===== src/rtl/swd_pkg.sv =====
package swd_pkg;
   localparam int BYTE_W = 8;
   localparam logic [BYTE_W-1:0] A_CTRL = 8'h71;
   localparam logic [BYTE_W-1:0] A_CFG  = 8'h72;
   localparam logic [BYTE_W-1:0] A_VLO  = 8'h73;
   localparam logic [BYTE_W-1:0] A_VHI  = 8'h74;
   // control bit positions
   localparam int C_FORCE = 1;
   localparam int C_STAT  = 0;
   localparam int C_EN_LO = 4;
   // config bit positions
   localparam int F_SEC  = 7;
   localparam int F_KRST = 6;
   localparam int F_IRQ  = 5;
   localparam int F_PG   = 4;
   // event enables, ordered as control bits 7..4
   typedef struct packed {
      logic ir;
      logic mouse;
      logic kbd;
      logic game;
   } evt_t;
endpackage


===== src/rtl/swd_tick.sv =====
module swd_tick #(
   parameter int TICKS_PER_SEC = 32768,
   parameter int SECS_PER_MIN  = 60
) (
   input  logic clk,
   input  logic rst_n,
   input  logic run,
   input  logic restart,
   input  logic sec_unit,
   output logic unit_tick
);
   localparam int PW = (TICKS_PER_SEC > 1) ? $clog2(TICKS_PER_SEC) : 1;
   localparam int MW = (SECS_PER_MIN > 1) ? $clog2(SECS_PER_MIN) : 1;
   localparam logic [PW-1:0] P_LAST = PW'(TICKS_PER_SEC - 1);
   localparam logic [MW-1:0] M_LAST = MW'(SECS_PER_MIN - 1);

   logic [PW-1:0] pre_q;
   logic [MW-1:0] min_q;
   logic          sec_tick;

   assign sec_tick  = run && (pre_q == P_LAST);
   assign unit_tick = sec_unit ? sec_tick : (sec_tick && (min_q == M_LAST));

   always_ff @(posedge clk or negedge rst_n) begin
      if (!rst_n) begin
         pre_q <= '0;
         min_q <= '0;
      end else if (restart || !run) begin
         pre_q <= '0;
         min_q <= '0;
      end else begin
         pre_q <= sec_tick ? '0 : pre_q + 1'b1;
         if (sec_tick)
            min_q <= (min_q == M_LAST) ? '0 : min_q + 1'b1;
      end
   end
endmodule


===== src/rtl/swd_evt.sv =====
module swd_evt import swd_pkg::*; #(
   parameter int IR_DELAY_CYC = 164
) (
   input  logic clk,
   input  logic rst_n,
   input  evt_t ev,
   input  evt_t en,
   output logic reload
);
   logic direct_hit;
   logic ir_hit;

   assign direct_hit = (ev.mouse & en.mouse) | (ev.kbd & en.kbd) | (ev.game & en.game);

   generate
      if (IR_DELAY_CYC == 0) begin : g_ir_now
         assign ir_hit = ev.ir & en.ir;
      end else begin : g_ir_late
         localparam int DW = $clog2(IR_DELAY_CYC + 1);
         logic [DW-1:0] dly_q;
         always_ff @(posedge clk or negedge rst_n) begin
            if (!rst_n)
               dly_q <= '0;
            else if (ev.ir && en.ir)
               dly_q <= DW'(IR_DELAY_CYC);
            else if (dly_q != '0)
               dly_q <= dly_q - 1'b1;
         end
         assign ir_hit = (dly_q == DW'(1));
      end
   endgenerate

   assign reload = direct_hit | ir_hit;
endmodule


===== src/rtl/swd_count.sv =====
module swd_count #(
   parameter int CNT_W = 16
) (
   input  logic             clk,
   input  logic             rst_n,
   input  logic             load,
   input  logic [CNT_W-1:0] load_val,
   input  logic             reload,
   input  logic [CNT_W-1:0] reload_val,
   input  logic             unit_tick,
   input  logic             force_exp,
   output logic             running,
   output logic [CNT_W-1:0] count,
   output logic             expire
);
   localparam logic [CNT_W-1:0] ONE = CNT_W'(1);

   logic reload_now;
   assign reload_now = running && reload;
   assign expire = !load && (force_exp ||
                   (running && !reload_now && unit_tick && count == ONE));

   always_ff @(posedge clk or negedge rst_n) begin
      if (!rst_n) begin
         running <= 1'b0;
         count   <= '0;
      end else if (load) begin
         count   <= load_val;
         running <= (load_val != '0);
      end else if (force_exp) begin
         count   <= '0;
         running <= 1'b0;
      end else if (reload_now) begin
         count   <= reload_val;
      end else if (running && unit_tick) begin
         count <= count - 1'b1;
         if (count == ONE)
            running <= 1'b0;
      end
   end
endmodule


===== src/rtl/sec_watchdog.sv =====
module sec_watchdog import swd_pkg::*; #(
   parameter int TICKS_PER_SEC = 32768,
   parameter int SECS_PER_MIN  = 60,
   parameter int IR_DELAY_CYC  = 164
) (
   input  logic       clk,
   input  logic       rst_n,
   input  logic       reg_wr,
   input  logic [7:0] reg_addr,
   input  logic [7:0] reg_wdata,
   output logic [7:0] reg_rdata,
   input  logic       ev_ir,
   input  logic       ev_mouse,
   input  logic       ev_kbd,
   input  logic       ev_game,
   output logic       kbd_rst_o,
   output logic       pg_drop_o,
   output logic       irq_o,
   output logic [3:0] irq_sel_o
);
   localparam int CNT_W = 2 * BYTE_W;

   generate
      if (TICKS_PER_SEC < 1) begin : g_bad_tps
         $error("TICKS_PER_SEC must be at least 1");
      end
      if (SECS_PER_MIN < 2) begin : g_bad_min
         $error("SECS_PER_MIN must be at least 2");
      end
      if (IR_DELAY_CYC < 0) begin : g_bad_ir
         $error("IR_DELAY_CYC must not be negative");
      end
   endgenerate

   logic             ctrl_wr, cfg_wr, lo_wr, hi_wr, load, force_exp;
   logic [3:0]       en_q;
   logic             status_q;
   logic [7:0]       cfg_q;
   logic [CNT_W-1:0] val_q, val_nx, cnt_w;
   logic             run_w, unit_tick, reload, expire;
   logic             kbd_q, pg_q;
   evt_t             ev_in;

   assign ctrl_wr   = reg_wr && (reg_addr == A_CTRL);
   assign cfg_wr    = reg_wr && (reg_addr == A_CFG);
   assign lo_wr     = reg_wr && (reg_addr == A_VLO);
   assign hi_wr     = reg_wr && (reg_addr == A_VHI);
   assign load      = lo_wr || hi_wr;
   assign force_exp = ctrl_wr && reg_wdata[C_FORCE];

   always_comb begin
      val_nx = val_q;
      if (lo_wr) val_nx[BYTE_W-1:0]     = reg_wdata;
      if (hi_wr) val_nx[CNT_W-1:BYTE_W] = reg_wdata;
   end

   assign ev_in = '{ir: ev_ir, mouse: ev_mouse, kbd: ev_kbd, game: ev_game};

   always_ff @(posedge clk or negedge rst_n) begin
      if (!rst_n) begin
         en_q     <= '0;
         cfg_q    <= '0;
         val_q    <= '0;
         status_q <= 1'b0;
         kbd_q    <= 1'b0;
         pg_q     <= 1'b0;
      end else begin
         val_q <= val_nx;
         if (ctrl_wr) en_q <= reg_wdata[7:C_EN_LO];
         if (cfg_wr) cfg_q <= reg_wdata;
         if (expire)
            status_q <= 1'b1;
         else if (ctrl_wr && (reg_wdata[C_STAT] || reg_wdata == 8'h00))
            status_q <= 1'b0;
         kbd_q <= expire && cfg_q[F_KRST];
         pg_q  <= expire && cfg_q[F_PG];
      end
   end

   swd_tick #(.TICKS_PER_SEC(TICKS_PER_SEC), .SECS_PER_MIN(SECS_PER_MIN)) u_tick (
      .clk(clk), .rst_n(rst_n), .run(run_w),
      .restart(load || (run_w && reload)),
      .sec_unit(cfg_q[F_SEC]), .unit_tick(unit_tick));

   swd_evt #(.IR_DELAY_CYC(IR_DELAY_CYC)) u_evt (
      .clk(clk), .rst_n(rst_n), .ev(ev_in), .en(evt_t'(en_q)), .reload(reload));

   swd_count #(.CNT_W(CNT_W)) u_count (
      .clk(clk), .rst_n(rst_n), .load(load), .load_val(val_nx),
      .reload(reload), .reload_val(val_q), .unit_tick(unit_tick),
      .force_exp(force_exp), .running(run_w), .count(cnt_w), .expire(expire));

   always_comb begin
      unique case (reg_addr)
         A_CTRL:  reg_rdata = {en_q, 3'b000, status_q};
         A_CFG:   reg_rdata = cfg_q;
         A_VLO:   reg_rdata = val_q[BYTE_W-1:0];
         A_VHI:   reg_rdata = val_q[CNT_W-1:BYTE_W];
         default: reg_rdata = 8'h00;
      endcase
   end

   assign kbd_rst_o = kbd_q;
   assign pg_drop_o = pg_q;
   assign irq_o     = status_q && cfg_q[F_IRQ];
   assign irq_sel_o = cfg_q[3:0];
endmodule


===== config.mk =====
export PLATFORM = sky130hd
export DESIGN_NAME = sec_watchdog
export DESIGN_NICKNAME = d
export VERILOG_FILES = /design/src/rtl/swd_pkg.sv /design/src/rtl/swd_tick.sv /design/src/rtl/swd_evt.sv /design/src/rtl/swd_count.sv /design/src/rtl/sec_watchdog.sv
export SDC_FILE = /design/constraint.sdc
export NUM_CORES = 1
export LEC_CHECK = 0
export BUFFER_PORTS_ARGS = -buffer_cell sky130_fd_sc_hd__buf_2
export CORE_MARGIN = 2
export CORE_UTILIZATION = 54
export DETAILED_ROUTE_END_ITERATION = 8
export PLACE_DENSITY_LB_ADDON = 0.25
export RECOVER_POWER = 25
export SYNTH_ARGS = -nofsm -noshare
export SYNTH_HDL_FRONTEND = slang
export SYNTH_SLANG_ARGS = --single-unit

===== constraint.sdc =====
create_clock -name clk -period 2 [get_ports clk]
set_input_delay 0.3 -clock clk [delete_from_list [all_inputs] [get_ports clk]]
set_output_delay 0.3 -clock clk [all_outputs]
set_load 0.005 [all_outputs]

* Word level (Yosys, flattened, before mapping)
Index checks and enable logic that the tools add are counted.
Word-level totals: register bits after elaboration 77, input bits 23, output and inout bits 15, logic and storage cells 88
Cells by class: add/subtract/negate cells 4, equal/unequal tests 9, mux-type cells 22, bitwise gates (word level) 6, reduce and logical (&&, ||, !) cells 36
Operator list (number):
- 16-bit two-way mux | 4
- 8-bit by 7-bit equality test with 1-bit output (second input constant) | 4
- 8-bit two-way mux | 4
- 8-bit case mux with 4 select lines | 1
- 15-bit two-way mux | 2
- 1-bit logical AND | 18
- 6-bit two-way mux | 3
- 16-bit by 1-bit equality test with 1-bit output (second input constant) | 1
- 16-bit nonzero test | 1
- 16-bit by 1-bit subtractor with 16-bit output (second input constant) | 1
- 15-bit by 1-bit adder with 15-bit output (second input constant) | 1
- 15-bit equality test (second input constant) | 1
- 8-bit by 1-bit equality test with 1-bit output (second input constant) | 1
- 8-bit zero test | 1
- 1-bit two-way mux | 8
- 8-bit nonzero test | 1
- 8-bit by 1-bit subtractor with 8-bit output (second input constant) | 1
- 6-bit by 1-bit adder with 6-bit output (second input constant) | 1
- 6-bit equality test (second input constant) | 1
- 2-bit nonzero test | 3
- 3-bit nonzero test | 2
- 1-bit logical OR | 5
- 4-bit nonzero test | 1
- 1-bit AND | 3
- other kinds (4) | 8

* Logic depth before layout (Yosys ltp)
Gate-level depths: netlist of the first run.
word-level depth 12, mapped depth 8, gate-level depth less buffers 7

* Hierarchy
Synthesis of the first run repeated with hierarchy kept, for this count alone.
Second synthesis, totals: cells, all modules 449, area, all modules 4500.6 sq um
By module, submodules not included:
- sec_watchdog | instances 1, cells an instance 123, area an instance 1585.3 sq um, sequential area each 775.7 sq um
- swd_count | instances 1, cells an instance 159, area an instance 1318.8 sq um, sequential area each 425.4 sq um
- swd_tick | instances 1, cells an instance 114, area an instance 1104.8 sq um, sequential area each 525.5 sq um
- swd_evt | instances 1, cells an instance 53, area an instance 491.7 sq um, sequential area each 200.2 sq um

* Least setup slack after synthesis of the first run
No wires, ideal clock.
path kind input to register, start input port reg_addr[1], end register u_count.count[8], setup time 0.119 ns, arrival 1.975 ns, required time 1.881 ns, path slack -0.094 ns, stages on the path 7, buffers on the path 2, cell sequence buf_2 -> or3b_1 -> buf_2 -> nor3_4 -> mux2_2 -> a22o_1 -> o22a_2
Between the ends: elaborated cells on any way between the ends 12, classes of those cells eq/ne (3); mux (3); reduce/logical (6)
RTL lines:
- start: declaration | RTL line sec_watchdog.sv:9 | input logic [7:0] reg_addr,
- 8-bit by 7-bit equality test with 1-bit output | RTL line sec_watchdog.sv:47 | assign hi_wr = reg_wr && (reg_addr == A_VHI);
- 1-bit logical AND | RTL line sec_watchdog.sv:47
- 8-bit two-way mux | RTL line sec_watchdog.sv:54 | if (hi_wr) val_nx[CNT_W-1:BYTE_W] = reg_wdata;
- via u_count.load_val[8] | RTL line swd_count.sv:7 | input logic [CNT_W-1:0] load_val,
- 16-bit two-way mux | RTL line swd_count.sv:27 | end else if (load) begin
- end signal: assignment | RTL line swd_count.sv:28 | count <= load_val;
- end signal: assignment | RTL line swd_count.sv:34 | count <= reload_val;
- end signal: assignment | RTL line swd_count.sv:36 | count <= count - 1'b1;
- end: declaration | RTL line swd_count.sv:13 | output logic [CNT_W-1:0] count,
The timed path passes the listed nets, and every way through them passes these cells. A chain may end at the register's enable or synchronous reset.

* Worst setup path in the final report of the first run
start register u_count.count[8], end register pg_q, in the netlist pg_drop_o
Between the ends: cells in the longest elaborated chain, start to end 5
Ends and longest elaborated chain:
- 16-bit by 1-bit equality test with 1-bit output | RTL line swd_count.sv:21 | (running && !reload_now && unit_tick && count == ONE));
- 1-bit logical AND | RTL line swd_count.sv:21
- 1-bit logical OR | RTL line swd_count.sv:20 | assign expire = !load && (force_exp ||
- 1-bit logical AND | RTL line swd_count.sv:20
- 1-bit logical AND | RTL line sec_watchdog.sv:76 | pg_q <= expire && cfg_q[F_PG];
- end signal: assignment | RTL line sec_watchdog.sv:76
- end: declaration | RTL line sec_watchdog.sv:41 | logic kbd_q, pg_q;
No other way between the ends.

==> results by group, run 1 <==
Clock tree
  • Buffer depth of the longest clock path: 2
  • Clock-pin slew reported for the worst setup and hold paths after clock tree synthesis: 80 ps
  • CTS tree: done
  • Total clock sinks: 77
  • Clock Root Buffer: sky130_fd_sc_hd__clkbuf_8
  • Clock buffer count from CTS: 9
  • Worst skew pair latency: 350 ps
  • H-Tree Depth: 3

Placement
  • Final RePlAce weighted congestion: 0.940
  • Detailed placement HPWL: approximately 8500 um
  • Total of buffers placed on input and output ports: 37

Yosys
  • Syn. warnings: 0
  • Most frequently used cell type in the post-synthesis netlist: sky130_fd_sc_hd__dfrtp_1
  • Library cells used by synthesis: 60
  • Area fraction of the dominant cell type after synthesis: 43.7%
  • Syn Std Cell Area: 4410 um2
  • Most area-consuming cells after synthesis: sky130_fd_sc_hd__dfrtp_1, sky130_fd_sc_hd__mux2_2, sky130_fd_sc_hd__a22oi_1, sky130_fd_sc_hd__nor2_1, sky130_fd_sc_hd__a2bb2oi_1
  • Instance count of the mapped netlist: 432
  • Fraction of registers with async set/reset: 100%
  • Number of flip-flops and latches in the synthesized netlist: 77
  • Predominant post-synthesis flop cell: sky130_fd_sc_hd__dfrtp_1
  • Leading area contributor after synthesis: sky130_fd_sc_hd__dfrtp_1
  • Synth top cells by count: sky130_fd_sc_hd__dfrtp_1, sky130_fd_sc_hd__nor2_1, sky130_fd_sc_hd__nand2_1, sky130_fd_sc_hd__mux2_2, sky130_fd_sc_hd__a22oi_1
  • Syn_area_per_cell: 10.2 um2
  • Total nets after synthesis: between 400 and 500
  • Register area share after synthesis: between 40% and 50%
  • Post-synth EDFFs: 0

Setup path
  • Data required, critical path: 2270 ps
  • Startpoint-to-endpoint class of the critical path: flop to flop
  • Signal arrival time at the worst endpoint: 2410 ps
  • Endpoint type of the worst setup path: flop
  • Largest fanout on the critical path: 5
  • Critical R2R Capture: pg_drop_o
  • R2r worst-path depth: 5
  • Kind of start point of the critical path: flop
  • Reg-to-reg startpoint: u_count.count[8]
  • R2R setup slack: -130 ps

STA
  • Remaining max-slew budget at the tightest pin: 26.4%
  • WHS: a little over 200 ps
  • Highest clock rate: around 470 MHz
  • RSZ-0062 raised after global routing: true
  • Post-Route Skew: 9.22 ps
  • Actual slew at the worst max-slew pin: 1100 ps
  • Share of the cycle needed by the critical path after routing: 107%
  • Final setup slack of the worst path: -133 ps
  • Final period demand of the worst path: 2130 ps
  • Max-slew violation count: 0
  • Setup Viol. Count Final: 6
  • Count of endpoints failing hold in the final timing report: 0

Flow run
  • Number of max-cap violations: 0

Floorplanning
  • DIE AREA: 8910 um2
  • Number of core rows: 32
  • Die extent in x: 94.4 um
  • Die Y-Extent: 94.4 um
  • Starting Density: 56.5%
  • Number of ports placed on the die boundary: 38
  • Area of the core: around 7800 um2

Pwr
  • Overall power: 5.38 mW
  • Total leakage power: between 2 and 3 nW
  • Worst voltage drop across the vdd grid: 0.000460 V
  • Cell Pwr Density: ~960 nW/um2

Drt
  • Routed wire length: 12,600 um
  • Post-route ant nets: 0
  • Drc violations: 0
  • Number of DRC markers in iteration 0: 365
  • Overall via count from detail_route: 4,048
  • Wirelength per Cell: between 15 and 20 um
  • Detailed-router iteration count before antenna repair: 5
  • Via density: 6.33

Final layout
  • Antenna fix cells: 0
  • Post-layout nets: 563
  • Multi-input gate area: approximately 2500 um2
  • Count of filler cells inserted in the layout: 573
  • Area growth syn-to-layout: 27.3%
  • Sequential cell area: 1930 um2
  • Layout cells sized above 1: 34.9%

Global route
  • Overflow left after global routing: 0
  • Antenna violations before repair: 0
  • All-layer global routing usage: a little under 30%
  • Wire length of the first global-routing pass: 19,800 um
  • Vias in the first global route: 3,928
  • Pin count of the biggest net entering global routing: between 40 and 50

Min path
  • Hold Path Stages: 3
  • Hold EP: u_evt.g_ir_late.dly_q[7]
  • Worst Hold Class: input port to flop
  • Hold path startpoint: ev_ir

Run status
  • Violations in the final reports: negative setup slack
  • Outcome: finished, violations left
-- critical path, stage by stage, from the launching register on --
cell                       delay, ps
sky130_fd_sc_hd__dfrtp_1         380
sky130_fd_sc_hd__or4_4           530
sky130_fd_sc_hd__or4_4           460
sky130_fd_sc_hd__and4bb_2        370
sky130_fd_sc_hd__a22oi_2         130
sky130_fd_sc_hd__nor3b_2         180
-- cell usage in the layout, fill, tap and decap left out, drive strengths merged, types with 7 or more instances in the layout --
master	instances
nor4	8
xnor2	14
a2bb2oi	14
ha	7
a21oi	8
nor2	36
dfrtp	77
or3	11
buf	101
nand2	29
clkbuf	13
o21ai	17
nor3	9
mux2	28
a22oi	27
inv	12
o211ai	12
xor2	13
nand3	11
-- kinds of logic after synthesis --
logic type,share of synthesized area (%)
AO/OA/AOI/OAI,18.1
adder cells (fa/ha/maj),1.98
buffers and inverters,3.29
XOR/XNOR,5.36
AND/OR/NAND/NOR,20.2
flip-flops,43.7
multiplexers,7.37
-- flip-flops by register name, summed over array words and instances, names as in the netlist --
signal and count:
kbd_rst_o 1, u_evt.g_ir_late.dly_q 8, val_q 16, en_q 4, pg_drop_o 1, u_tick.min_q 6, u_count.count 16, cfg_q 8
u_count.running 1, status_q 1, u_tick.pre_q 15
-- metrics by stage --
| step | TNS [ps] | instances | setup slack [ps] | area, um2 | util, % |
|---|---|---|---|---|---|
| 4_1_cts | -469 | 636 | -124 | 5450 | 69.8 |
| 3_5_place_dp | -2640 | 616 | -204 | 5140 | 65.8 |
| 6_report | -550 | 640 | -133 | 5620 | 72.0 |
| 5_1_grt | -1090 | 640 | -162 | 5620 | 72.0 |
| 2_1_floorplan | -142 | 432 | -94.0 | 4420 | - |
| 3_3_place_gp | -2330 | 616 | -140 | 5140 | 65.8 |
-- report_power, final --
part | switching [mW] | total, mW | internal, mW | leakage (nW)
Combinational | 0.878 | 1.86 | 0.984 | 1.48
Clock | 0.593 | 1.34 | 0.742 | 0.114
Sequential | 0.320 | 2.18 | 1.86 | 0.996
Total | 1.79 | 5.38 | 3.59 | 2.59
-- routing by layer --
| metal | wire length [um] | GRT usage, % | up-vias | part of all wire (%) |
|---|---|---|---|---|
| met4 | 364 | 9.06 | 0 | 2.9 |
| met3 | 809 | 5.59 | 41 | 6.4 |
| met2 | 6180 | 47.4 | 168 | 49 |
| met5 | 0 | 0 | - | 0 |
| li1 | - | - | 1843 | - |
| met1 | 5230 | 39.1 | 1996 | 42 |
-- worst max-delay path by stage --
stage | from | endpoint | slack [ps] | depth (start not counted)
4_1_cts | u_count.count[8] | pg_drop_o | -120 | 5
6_report | u_count.count[8] | pg_drop_o | -130 | 5
2_1_floorplan | reg_addr[1] | u_count.count[8] | -90 | 7
3_3_place_gp | u_evt.g_ir_late.dly_q[1] | u_count.count[0] | -140 | 7
3_5_place_dp | u_evt.g_ir_late.dly_q[1] | u_count.count[0] | -200 | 7
5_1_grt | u_count.count[8] | pg_drop_o | -160 | 5
-- layout make-up --
type	instances	area share, %
clock inverter	5	1.47
tap	102	2.27
inverter	11	0.735
clock buffer	11	2.52
timing repair buffer	104	13.8
multi-input combinational	330	45.0
sequential	77	34.3
-- repair_timing --
| item | 4_1_cts | 5_1_grt |
|---|---|---|
| cloned | 1 | 2 |
| setup endpoints to repair | 34 | 36 |
| pin swaps | 9 | 21 |
| setup buffers | 2 | 3 |
| gates resized for setup | 12 | 29 |
| hold buffers | 1 | 0 |
| hold endpoints to repair | 40 | 0 |
Power figures use the tool's default switching activity.
==> run 2: changes to the inputs <==
--- a/config.mk
+++ b/config.mk
@@ -11,6 +11,7 @@
 export DETAILED_ROUTE_END_ITERATION = 8
 export PLACE_DENSITY_LB_ADDON = 0.25
 export RECOVER_POWER = 25
+export SKIP_LAST_GASP = 1
 export SYNTH_ARGS = -nofsm -noshare
 export SYNTH_HDL_FRONTEND = slang
 export SYNTH_SLANG_ARGS = --single-unit
==> run 2 against run 1 <==
The flow still finishes with violations (negative setup slack). Sequential power about the same. Clock power about the same. Combinational power about the same. Register-to-register slack about the same. Wire length down 0.64%. Power down 0.23%. Flip-flop and latch count unchanged. Core utilization down 0.080 points. Die area unchanged. Largest cell class unchanged.
==> results by group, run 2 (synthesized netlist as in run 1, its figures left out) <==
Run status
  • Outcome: finished, violations left (unchanged)
  • Violations in the final reports: negative setup slack (unchanged)

Placement
  • Total of buffers placed on input and output ports: 37 (unchanged)
  • Detailed placement HPWL: 8540 um (unchanged)
  • Final RePlAce weighted congestion: 0.940 (unchanged)
  • Pre-CTS worst setup slack: -204 ps (unchanged)
  • Area of placed instances: 5140 um2 (unchanged)

Final layout
  • Area growth syn-to-layout: 27.2% (was 27.3%)
  • Core occupancy in the finished layout: 71.9% (was 72.0%)
  • Most frequent cells in the layout: sky130_fd_sc_hd__dfrtp_1, sky130_fd_sc_hd__buf_4, sky130_fd_sc_hd__buf_2, sky130_fd_sc_hd__nor2_1, sky130_fd_sc_hd__mux2_2 (unchanged)
  • Final std cell area, no fill: 5610 um2 (was 5620 um2)
  • Layout cells sized above 1: 34.8% (was 34.9%)
  • Largest registers: u_count.count (16), val_q (16), u_tick.pre_q (15) (unchanged)
  • Post-layout nets: 563 (unchanged)
  • Antenna fix cells: 0 (unchanged)
  • Most common cell after layout, fill and taps aside: sky130_fd_sc_hd__dfrtp_1 (unchanged)

Global route
  • Pin count of the biggest net entering global routing: 42 (unchanged)
  • Vias in the first global route: 3,920 (was 3,928)
  • Wire length of the first global-routing pass: 19,800 um (about the same)
  • Antenna violations before repair: 0 (unchanged)
  • All-layer global routing usage: 28.9% (unchanged)
  • Overflow left after global routing: 0 (unchanged)

Setup path
  • Cell type of the slowest stage on the worst timing path: sky130_fd_sc_hd__or4_4 (unchanged)
  • R2r worst-path depth: 5 (unchanged)
  • Critical R2R Capture: pg_drop_o (unchanged)
  • Largest fanout on the critical path: 5 (unchanged)
  • Kind of start point of the critical path: flop (unchanged)
  • R2R setup slack: -130 ps (about the same)
  • Cell-by-cell trace of the critical path: or4_4 > or4_4 > and4bb_2 > a22oi_2 > nor3b_2 (unchanged)
  • Max stage delay on crit path: 530 ps (about the same)
  • Worst setup path endpoint: pg_drop_o (unchanged)
  • Data required, critical path: 2270 ps (about the same)
  • Signal arrival time at the worst endpoint: 2400 ps (was 2410 ps)
  • Startpoint-to-endpoint class of the critical path: flop to flop (unchanged)
  • Endpoint type of the worst setup path: flop (unchanged)
  • Reg-to-reg startpoint: u_count.count[8] (unchanged)
  • Most numerous cell on the critical path: sky130_fd_sc_hd__or4_4 (unchanged)
  • First element of the critical path: u_count.count[8] (unchanged)

Pwr
  • Total leakage power: 2.58 nW (was 2.59 nW)
  • Switching power summed over all nets: 1.78 mW (was 1.79 mW)
  • Share of total power in sequential cells: 40.6% (about the same)
  • Part of the power in the clock network: 24.8% (about the same)
  • Share of total power in combinational logic: 34.5% (was 34.6%)
  • Internal power: 3.59 mW (about the same)
  • Worst voltage drop across the vdd grid: 0.000458 V (was 0.000460 V)
  • Switching power share of the total: 33.2% (was 33.3%)
  • Cell Pwr Density: 956 nW/um2 (was 957 nW/um2)

Drt
  • Post-route ant nets: 0 (unchanged)
  • Via density: 6.36 (was 6.33)
  • Overall via count from detail_route: 4,072 (was 4,048)
  • Number of DRC markers in iteration 0: 283 (was 365)
  • Drc violations: 0 (unchanged)
  • Detailed-router iteration count before antenna repair: 5 (unchanged)
  • Routed wire length: 12,500 um (was 12,600 um)
  • Wirelength per Cell: 19.5 um (was 19.7 um)

Flow run
  • Number of max-cap violations: 0 (unchanged)

STA
  • Share of the cycle needed by the critical path after routing: 107% (about the same)
  • Sum of negative setup slack: -536 ps (was -550 ps)
  • Remaining max-slew budget at the tightest pin: 28.0% (was 26.4%)
  • Final setup slack of the worst path: -133 ps (about the same)
  • Count of endpoints failing hold in the final timing report: 0 (unchanged)
  • Post-Route Skew: 12.2 ps (was 9.22 ps)
  • Final period demand of the worst path: 2130 ps (about the same)
  • RSZ-0062 raised after global routing: true (unchanged)
  • Actual slew at the worst max-slew pin: 1080 ps (was 1100 ps)
  • Setup Viol. Count Final: 6 (unchanged)
  • Highest clock rate: 469 MHz (about the same)
  • Max-slew violation count: 0 (unchanged)

Clock tree
  • Clock-pin slew reported for the worst setup and hold paths after clock tree synthesis: 90 ps (was 80 ps)
  • CTS tree: done (unchanged)
  • Total clock sinks: 77 (unchanged)
  • Clock buffer count from CTS: 9 (unchanged)
  • Buffer depth of the longest clock path: 2 (unchanged)
  • Clock Root Buffer: sky130_fd_sc_hd__clkbuf_8 (unchanged)
  • H-Tree Depth: 3 (unchanged)
  • Worst skew pair latency: 350 ps (about the same)

Min path
  • Hold path startpoint: ev_ir (unchanged)
  • Worst Hold Class: input port to flop (unchanged)

Floorplanning
  • Die Y-Extent: 94.4 um (unchanged)
  • Number of core rows: 32 (unchanged)
  • Starting Density: 56.5% (unchanged)
  • Number of ports placed on the die boundary: 38 (unchanged)
  • Die extent in x: 94.4 um (unchanged)
  • Area of the core: 7810 um2 (unchanged)
  • DIE AREA: 8910 um2 (unchanged)
## run 2: changes by cell type in the layout (fill, tap and decap cells not counted)
cell                     before  now
sky130_fd_sc_hd__and4_4       1    0
sky130_fd_sc_hd__and4_2       0    1
sky130_fd_sc_hd__nor3_2       1    0
sky130_fd_sc_hd__nor3_1       7    8
## run 2: cell type report
class	count	area, um2
timing repair buffer	104	773
clock inverter	5	82.6
clock buffer	11	141
sequential	77	1930
inverter	11	41.3
fill	574	2190
multi-input combinational	330	2520
tap	102	128
## run 2: worst min-delay path by stage
stage	end	slack, ps	depth (start not counted)
final	u_evt.g_ir_late.dly_q[7]	210	3
after global placement	u_count.count[9]	310	1
after global routing	u_evt.g_ir_late.dly_q[5]	250	3
after detailed placement	u_count.count[3]	330	1
after CTS	u_evt.g_ir_late.dly_q[5]	200	3
after floorplan	cfg_q[0]	4	0
## run 2: critical path, delay by kind of cell, from the launching register on
family          cells  cell delay (ps)
simple gates        4             1550
flops               1              380
compound gates      1              120
## run 2: metrics by stage
| stage | instances | hold WS [ps] | power, mW |
|---|---|---|---|
| floorplan | 432 | 4.41 | 3.17 |
| global placement | 616 | 314 | 3.79 |
| detailed placement | 616 | 333 | 3.86 |
| CTS | 636 | 197 | 5.26 |
| global route | 640 | 247 | 5.68 |
| finish | 640 | 211 | 5.37 |
## run 2: what timing repair did
action / in CTS / in global routing
hold endpoints to repair: 40 / 0
buffers inserted: 2 / 3
cloned: 1 / 2
hold buffers: 1 / 0
gates resized for setup: 11 / 28
setup endpoints to repair: 34 / 36
pin swaps: 8 / 20
## run 2: power groups by stage
stage                     sequential [mW]  combinational [mW]  clock [mW]
final                                2.18                1.85        1.33
after global routing                 2.21                2.03        1.43
after CTS                            2.15                1.75        1.35
after detailed placement             2.17                1.69           0
after global placement               2.16                1.63           0
after floorplan                      2.16                1.01           0
## run 2: routing by layer
layer	part of all wire (%)	wire length, um	global-route usage [%]	vias to the layer above
met5	0	0	0	-
met1	40	5000	39.1	2000
met2	50	6190	47.4	184
met4	2.9	367	9.06	0
li1	-	-	-	1844
met3	7.5	942	5.59	44
